<file path="config.mk">
export PLATFORM = sky130hd
export DESIGN_NAME = csum_out_stage
export DESIGN_NICKNAME = d
export VERILOG_FILES = /design/src/rtl/csum_pkg.sv /design/src/rtl/csum_adder.sv /design/src/rtl/csum_clip.sv /design/src/rtl/csum_offset.sv /design/src/rtl/csum_out_stage.sv
export SDC_FILE = /design/constraint.sdc
export NUM_CORES = 1
export LEC_CHECK = 0
export BUFFER_PORTS_ARGS = -buffer_cell sky130_fd_sc_hd__buf_4
export CORE_UTILIZATION = 40
export CTS_CLUSTER_SIZE = 16
export DETAILED_ROUTE_END_ITERATION = 6
export PLACE_DENSITY_LB_ADDON = 0.1
export SLEW_MARGIN = 10
export SYNTH_ARGS = -nofsm -noshare
export SYNTH_HDL_FRONTEND = slang
export SYNTH_SLANG_ARGS = --single-unit
export TNS_END_PERCENT = 30
</file>
<file path="constraint.sdc">
create_clock -name clk_i -period 0.8 [get_ports clk_i]
set_input_delay 0.08 -clock clk_i [delete_from_list [all_inputs] [get_ports clk_i]]
set_output_delay 0.08 -clock clk_i [all_outputs]
set_load 0.02 [all_outputs]
</file>
<file path="src/rtl/csum_pkg.sv">
package csum_pkg;
  typedef enum logic [1:0] {
    MAP_B17 = 2'd0,
    MAP_B16 = 2'd1,
    MAP_B15 = 2'd2,
    MAP_B14 = 2'd3
  } map_sel_e;

  localparam int NUM_MAPS = 4;
endpackage

</file>
<file path="src/rtl/csum_adder.sv">
module csum_adder #(
  parameter int W = 18
) (
  input  logic [W-1:0]      a_i,
  input  logic [W-1:0]      b_i,
  output logic signed [W:0] sum_o
);
  always_comb sum_o = $signed({a_i[W-1], a_i}) + $signed({b_i[W-1], b_i});
endmodule

</file>
<file path="src/rtl/csum_clip.sv">
module csum_clip #(
  parameter int W = 18
) (
  input  logic signed [W:0] sum_i,
  input  logic              clip_en_i,
  input  logic [1:0]        map_sel_i,
  output logic [W-1:0]      word_o
);
  import csum_pkg::*;
  localparam int SW = W + 1;

  logic [W-1:0] cand [NUM_MAPS];

  for (genvar g = 0; g < NUM_MAPS; g++) begin : g_map
    localparam int P = W - 1 - g;
    localparam logic signed [SW-1:0] MAXV = SW'((64'd1 << P) - 64'd1);
    localparam logic signed [SW-1:0] MINV = -MAXV - SW'(1);
    logic pos_ovf, neg_ovf;
    always_comb begin
      pos_ovf = sum_i > MAXV;
      neg_ovf = sum_i < MINV;
    end
    if (g == 0) begin : g_none
      // clip is not applicable when the DAC MSB is bit W-1
      always_comb cand[g] = sum_i[W-1:0];
      logic unused_ovf;
      always_comb unused_ovf = pos_ovf ^ neg_ovf ^ clip_en_i;
    end else if (g == 1) begin : g_both
      always_comb begin
        if (clip_en_i && pos_ovf)      cand[g] = {1'b1, MAXV[W-2:0]};
        else if (clip_en_i && neg_ovf) cand[g] = {1'b1, MINV[W-2:0]};
        else if (clip_en_i)            cand[g] = {1'b0, sum_i[W-2:0]};
        else                           cand[g] = sum_i[W-1:0];
      end
    end else begin : g_pos
      logic unused_neg;
      always_comb unused_neg = neg_ovf;
      always_comb begin
        if (clip_en_i && pos_ovf) cand[g] = {1'b1, MAXV[W-2:0]};
        else if (clip_en_i)       cand[g] = {1'b0, sum_i[W-2:0]};
        else                      cand[g] = sum_i[W-1:0];
      end
    end
  end

  always_comb word_o = cand[map_sel_i];
endmodule

</file>
<file path="src/rtl/csum_offset.sv">
module csum_offset #(
  parameter int W = 18
) (
  input  logic [W-1:0] word_i,
  input  logic         obin_en_i,
  input  logic [1:0]   map_sel_i,
  output logic [W-1:0] word_o
);
  import csum_pkg::*;

  logic [W-1:0] cand [NUM_MAPS];

  for (genvar g = 0; g < NUM_MAPS; g++) begin : g_map
    localparam int P = W - 1 - g;
    if (g < 2) begin : g_inv
      localparam logic [W-1:0] MASK = W'(64'd1 << P);
      always_comb cand[g] = obin_en_i ? (word_i ^ MASK) : word_i;
    end else begin : g_add
      // compensation constant: bit P plus every bit from P up to W-3
      localparam logic [W-2:0] OFS = (W-1)'((64'd1 << (W-2)) - (64'd1 << P));
      always_comb cand[g] = obin_en_i ? {word_i[W-1], word_i[W-2:0] + OFS} : word_i;
    end
  end

  always_comb word_o = cand[map_sel_i];
endmodule

</file>
<file path="src/rtl/csum_out_stage.sv">
module csum_out_stage #(
  parameter int W = 18
) (
  input  logic         clk_i,
  input  logic         rst_ni,
  input  logic [W-1:0] carrier_i,
  input  logic [W-1:0] cascade_i,
  input  logic         clip_en_i,
  input  logic         obin_en_i,
  input  logic [1:0]   map_sel_i,
  output logic [W-1:0] out_o
);
  logic signed [W:0] sum_w;
  logic [W-1:0]      clip_w, conv_w, out_q;

  csum_adder  #(.W(W)) u_add (.a_i(carrier_i), .b_i(cascade_i), .sum_o(sum_w));
  csum_clip   #(.W(W)) u_clip (.sum_i(sum_w), .clip_en_i(clip_en_i),
                               .map_sel_i(map_sel_i), .word_o(clip_w));
  csum_offset #(.W(W)) u_ofs (.word_i(clip_w), .obin_en_i(obin_en_i),
                              .map_sel_i(map_sel_i), .word_o(conv_w));

  always_ff @(posedge clk_i or negedge rst_ni) begin
    if (!rst_ni) out_q <= '0;
    else         out_q <= conv_w;
  end

  assign out_o = out_q;

  // checks relating ports across one cycle
  logic past_ok;
  always_ff @(posedge clk_i or negedge rst_ni) begin
    if (!rst_ni) past_ok <= 1'b0;
    else         past_ok <= 1'b1;
  end

  logic [W-1:0]      chk_trunc;
  logic signed [W:0] chk_wide;
  localparam logic signed [W:0] B16_MAX = (W+1)'((64'd1 << (W-2)) - 64'd1);
  localparam logic signed [W:0] B16_MIN = -B16_MAX - (W+1)'(1);
  always_comb begin
    chk_trunc = carrier_i + cascade_i;
    chk_wide  = $signed({carrier_i[W-1], carrier_i}) + $signed({cascade_i[W-1], cascade_i});
  end

  a_r2_passthrough: assert property (@(posedge clk_i) disable iff (!rst_ni)
    past_ok && $past(!clip_en_i && !obin_en_i) |-> out_o == $past(chk_trunc));

  a_r4_flag_both: assert property (@(posedge clk_i) disable iff (!rst_ni)
    past_ok && $past(clip_en_i && !obin_en_i && map_sel_i == 2'd1)
    |-> out_o[W-1] == $past(chk_wide > B16_MAX || chk_wide < B16_MIN));

  a_r5_pos_only: assert property (@(posedge clk_i) disable iff (!rst_ni)
    past_ok && $past(clip_en_i && map_sel_i[1]) && out_o[W-1]
    |-> $past(chk_wide) > 0);

  a_r7_no_clip_b17: assert property (@(posedge clk_i) disable iff (!rst_ni)
    past_ok && $past(map_sel_i == 2'd0 && !obin_en_i) |-> out_o == $past(chk_trunc));

  a_r9_flag_kept: assert property (@(posedge clk_i) disable iff (!rst_ni)
    past_ok && $past(obin_en_i && !clip_en_i && map_sel_i[1])
    |-> out_o[W-1] == $past(chk_trunc[W-1]));
endmodule

</file>
Word level (Yosys, flattened, before mapping):

Cells that the tools add are included.

* flip-flop bits (word level): 18
* input bits: 42
* output and inout port bits: 18
* word-level logic and storage cells: 31

* $add $sub $neg: 3
* magnitude comparators: 5
* multiplexer cells: 15
* bitwise operators: 3
* reduce and logical (&&, ||, !) cells: 4

Operators by type and width (number)
* $mux W18: 10
* $bmux W18 S2: 2
* $mux W17: 3
* $add A17 B16 Y17 const B: 2
* $add A18 B18 Y19: 1
* $gt A19 B15 Y1 const B: 1
* $gt A19 B16 Y1 const B: 1
* $gt A19 B17 Y1 const B: 1
* $lt A19 B17 Y1 const B: 1
* $logic_and A1 B1 Y1: 4
* $ge A3 B3 Y1 const B: 1
* $not A2 Y3: 1
* $not A1 Y1: 2

Depth between registers and ports, before layout:

* depth in word-level cells: 13
* gate-level depth with buffers: 17
* gate-level depth less buffers: 17

Hierarchy:

From an unflattened synthesis, not the netlist that was laid out.

* cell total of the unflattened synthesis: 218
* area total of the unflattened synthesis: 1935.6 um^2

By module, submodules not included
* csum_adder: instances 1, cells each 123, area an instance 929.6 um^2, sequential area each 0.0 um^2
* csum_out_stage: instances 1, cells each 18, area an instance 450.4 um^2, sequential area each 450.4 um^2
* csum_clip: instances 1, cells each 47, area an instance 344.1 um^2, sequential area each 0.0 um^2
* csum_offset: instances 1, cells each 30, area an instance 211.5 um^2, sequential area each 0.0 um^2

Least setup slack after synthesis:

OpenSTA, ideal clock, no wires.

* path kind: input to register
* from: in carrier_i[0]
* to: reg out_q[15], in the netlist out_o[15]
* library setup time: 82 ps
* data arrival time: 2813 ps
* data required time: 718 ps
* path slack: -2095 ps
* stages: 16
* buffers on the path: 0
* cell sequence: ha_1 inv_1 fa_1 nand2b_1 a21o_1 a22o_1 o211ai_2 xnor2_2 nand3_1 a31oi_1 a21oi_1 o21a_1 ha_1 nand2_1 o211ai_1 a31oi_1

* cells in the longest elaborated chain, start to end: 13
* elaborated cells on any way between the ends: 26
* classes of those cells: add/sub (3); order compare (4); mux (15); reduce/logical (4)

Ends and longest elaborated chain
* from (decl): RTL line csum_out_stage.sv:6 `input logic [W-1:0] carrier_i,`
* $add A18 B18 Y19 *
* $lt A19 B17 Y1: RTL line csum_clip.sv:21 `neg_ovf = sum_i < MINV;`
* $logic_and A1 B1 Y1: RTL line csum_clip.sv:31 `else if (clip_en_i && neg_ovf) cand[g] = {1'b1, MINV[W-2:0]};`
* $mux W18: RTL line csum_clip.sv:31
* $mux W18: RTL line csum_clip.sv:30 `if (clip_en_i && pos_ovf) cand[g] = {1'b1, MAXV[W-2:0]};`
* $bmux W18 S2 *: RTL line csum_clip.sv:46 `always_comb word_o = cand[map_sel_i];`
* $mux W18 (not written as such) * (2 in a row): RTL line csum_clip.sv:46
* $add A17 B16 Y17: RTL line csum_offset.sv:21 `always_comb cand[g] = obin_en_i ? {word_i[W-1], word_i[W-2:0] + OFS} : word_i;`
* $mux W17: RTL line csum_offset.sv:21
* $bmux W18 S2 *: RTL line csum_offset.sv:25 `always_comb word_o = cand[map_sel_i];`
* $mux W18 (not written as such) * (2 in a row): RTL line csum_offset.sv:25
* net conv_w[15]: RTL line csum_out_stage.sv:14 `logic [W-1:0] clip_w, conv_w, out_q;`
* to (signal assigned): RTL line csum_out_stage.sv:24 `else out_q <= conv_w;`
* to (decl): RTL line csum_out_stage.sv:14

The timed path passes the listed nets; every way through them passes the cells marked *. The select of a mux whose other input is x is not followed.

Worst setup path after layout:

* from: in cascade_i[0]
* to: reg out_q[16], in the netlist out_o[16]

* cells in the longest elaborated chain, start to end: 13
* elaborated cells on any way between the ends: 27
* classes of those cells: add/sub (3); order compare (4); mux (15); bitwise (1); reduce/logical (4)

Ends and longest elaborated chain
* from (decl): RTL line csum_out_stage.sv:7 `input logic [W-1:0] cascade_i,`
* $add A18 B18 Y19 *
* $lt A19 B17 Y1: RTL line csum_clip.sv:21
* $logic_and A1 B1 Y1: RTL line csum_clip.sv:31
* $mux W18: RTL line csum_clip.sv:31
* $mux W18: RTL line csum_clip.sv:30
* $bmux W18 S2 *: RTL line csum_clip.sv:46
* $mux W18 (not written as such) * (2 in a row): RTL line csum_clip.sv:46
* $add A17 B16 Y17 / $not A1 Y1 (equally long branches)
* $mux W17, on equally long branches: RTL line csum_offset.sv:21, csum_offset.sv:17
* $bmux W18 S2 *: RTL line csum_offset.sv:25
* $mux W18 (not written as such) * (2 in a row): RTL line csum_offset.sv:25
* net conv_w[16]: RTL line csum_out_stage.sv:14

Marks and branches as above.

==> flow_metrics.py <==
metrics = {
    "run_status": {
        "outcome": "finished with violations",
        "violations": "design-rule violations, negative setup slack",
    },
    "yosys": {
        "synthMuxAreaShare_pct": 1.107,
        "syn_area_um2": 1921,
        "synth.avg_cell_area_um2": 8.651,
        "ys_top_cells_by_area": "dfrtp_1, ha_1, a21o_1",
        "synth_edf_count": 0,
        "synthSimpleGateAreaFrac_pct": 17.72,
        "synthArstFlopShare_pct": 100.0,
        "seq_area_frac_synth_pct": 23.45,
        "synth_compound_area_share_pct": 32.51,
        "ys_seq_elements": 18,
        "ys_warn_count": 0,
        "yosys.area.top_type": "dfrtp_1",
        "synth_xor_area_share_pct": 8.143,
        "synth_ff_type": "dfrtp_1",
        "synth_top_cell_area_share_pct": 23.45,
        "syn-num-nets": 284,
        "syn-instance-count": 222,
        "synth_top_family_by_area": "compound AO/OA/AOI/OAI gates",
        "synth-adder-area-share_pct": 13.42,
        "synth_cell_types": 46,
    },
    "setup_path": {
        "end_kind": "flip-flop",
        "cp-start-kind": "input pin",
        "crit_path_max_fanout": 4,
        "critPathKind": "input pin to flip-flop",
        "cp_cell_sequence": "buf_6 -> ha_4 -> inv_2 -> fa_2 -> nand2b_4 -> a21o_1 -> a22o_1 -> o211ai_2 -> xnor2_2 -> nand3_2 -> a31oi_4 -> a21oi_1 -> o21a_1 -> ha_4 -> nand3_2 -> nand2_1 -> nor2_1 -> xor2_1",
        "crit_arrival_ps": 2900,
        "crit_required_ps": 980,
        "max_stage_delay_ps": 350,
        "crit_slowest_cell": "fa_2",
    },
    "sta": {
        "worst_slack_ps": -1917,
        "tns_ps": -31570,
        "period_share_pct": 339.6,
        "setup_violations": 36,
        "slew_viol_final": 0,
        "tightest_slew_ps": 343.6,
        "slew_headroom_pct": 76.85,
        "hold_viol": 0,
        "period_needed_ps": 2717,
        "rsz0062_at_grt": "true",
        "fmax_mhz": 368.1,
    },
    "power_and_ir_drop": {
        "total_power_w": 0.005508,
        "power_leakage_nw": 1.610,
        "combPwrFrac_pct": 63.9,
        "power_frac_seq_pct": 22.4,
        "p_sw_share_pct": 36.58,
        "p_int_w": 0.003493,
        "p_sw_w": 0.002015,
        "power.density_nw_per_um2": 1635,
        "irDropWorstVdd_mv": 0.9371,
        "power_frac_clock_pct": 13.7,
    },
    "global_routing": {
        "grt_use_total_pct": 24.06,
        "grt_antenna_before_repair": 0,
        "grt_max_degree": 19,
        "grt_pass1_vias": 2290,
        "grt_first_pass_wirelength_um": 9818,
        "overflow": 0,
    },
    "layout": {
        "fillers": 325,
        "drive_above_1_share_pct": 51.37,
        "final_cell_mix": "buf_4, buf_6, nand2_1",
        "final_common_cell": "buf_4",
        "largest_register_ffs": 18,
        "synthToLayoutAreaGrowth_pct": 75.44,
        "fin_nets": 427,
        "final_core_util_pct": 75.31,
        "n_antenna_cell": 0,
    },
    "die": {
        "die_y_um": 71.29,
        "rows": 24,
        "dieArea_um2": 5082,
        "coreArea_um2": 4474,
        "ios": 60,
        "die_w_um": 71.29,
        "start_util_pct": 42.93,
    },
    "hold_path": {
        "hp-class": "input pin to flip-flop",
    },
    "placed_design": {
        "port_buffers": 59,
        "hpwl_um": 4409,
        "globalplace.congestion": 0.8727,
    },
    "clock_network": {
        "clock-sinks": 18,
        "cts_buffers": 3,
        "htree_num_levels": 1,
        "clock_path_buffers": 2,
        "clk_pin_slew_worst_paths_ps": 70,
        "cts-root-buf": "clkbuf_8",
        "cts_tree": "built",
    },
    "route": {
        "vias_per_cell": 5.430,
        "antenna_left": 0,
        "drt_first_pass_iters": 7,
        "routedWlPerCell_um": 14.09,
        "drtIter0Drc": 99,
        "drc": 6,
        "drt-total-wl_um": 5861,
        "vias": 2259,
    },
    "flow_run": {
        "maxCapViolCount": 0,
    },
}
==> per-layer routing <==
layer  vias up  track usage (%)  routed length, µm
met5         -                0                  0
met4         0            8.000                127
met3        15            3.797                232
met2        70            45.82               3076
met1      1067            27.10               2424
li1       1107                -                  -
==> through the flow <==
| stage | instances | hold slack, ps | worst slack [ps] | cell area [µm²] |
|---|---|---|---|---|
| after floorplan | 222 | -215.6 | -1922 | 1986 |
| after global placement | 400 | -48.02 | -2077 | 3034 |
| after detailed placement | 400 | -44.97 | -2188 | 3034 |
| after CTS | 415 | 137.3 | -1861 | 3322 |
| after global routing | 416 | 134.7 | -2081 | 3369 |
| final | 416 | 140.5 | -1917 | 3369 |
==> power groups by stage <==
| stage | clock [W] | sequential, W | combinational [W] |
|---|---|---|---|
| 3_3_place_gp | 0 | 0.00121 | 0.00291 |
| 6_report | 0.000753 | 0.00123 | 0.00352 |
| 2_1_floorplan | 0 | 0.00148 | 0.00131 |
| 4_1_cts | 0.000720 | 0.00123 | 0.00339 |
| 5_1_grt | 0.000804 | 0.00125 | 0.00378 |
| 3_5_place_dp | 0 | 0.00120 | 0.00296 |
==> kinds of logic after synthesis <==
group | Yosys count
compound gates | 84
xor+xnor | 17
fa+ha+maj | 20
buf+inv | 14
flops | 18
mux | 2
simple gates | 67
==> cell usage after synthesis (2+ instances only) <==
library cell	instances
and3_1	4
xor2_1	8
nor2_1	13
nand2_1	20
inv_1	6
nand4_1	3
a21oi_4	2
a21oi_1	18
buf_6	2
o211ai_2	2
nand3_1	11
and2_1	3
nor2b_1	2
clkbuf_1	4
o21a_1	7
nand2b_1	5
o21ai_0	10
ha_1	19
xnor2_1	8
a211oi_1	2
a21oi_2	4
dfrtp_1	18
a21o_1	14
a22o_1	2
o31ai_1	2
buf_2	2
a31oi_1	4
and4_1	2
o211ai_1	8
==> worst max-delay path: cells and delay by family <==
family	cells	cell delay, ps
AO/OA/AOI/OAI	6	1120
XOR/XNOR	2	350
adder cells (fa/ha/maj)	3	640
buffers and inverters	2	100
AND/OR/NAND/NOR	5	610
==> cell type report <==
cell class                      instances  area, µm²  share of cell area [%]
Inverter                                6      22.52                  0.6684
Timing Repair Buffer                  146       1224                   36.32
Clock buffer                            4      55.05                   1.634
Sequential cell                        18      450.4                   13.37
Tap cell                               52      65.06                   1.931
Multi-Input combinational cell        190       1553                   46.08
==> what timing repair did <==
| item | CTS | global route |
|---|---|---|
| resized for setup | 29 | 8 |
| setup endpoints to repair | 36 | 36 |
| buffers inserted | 10 | 1 |
| cloned | 1 | 0 |
| pin swaps | 15 | 2 |
| hold buffers | 1 | 0 |
| endpoints found under the hold margin | 18 | 0 |
==> final timing paths <==
kind	endpoint	slack, ps	depth (start not counted)	start
hold / removal	out_o[0]	140	3	carrier_i[0]
min in group asynchronous	out_o[1]	210	2	rst_ni
max in group asynchronous	out_o[16]	390	2	rst_ni
setup / recovery	out_o[16]	-1920	18	cascade_i[0]
Power figures use the tool's default switching activity.
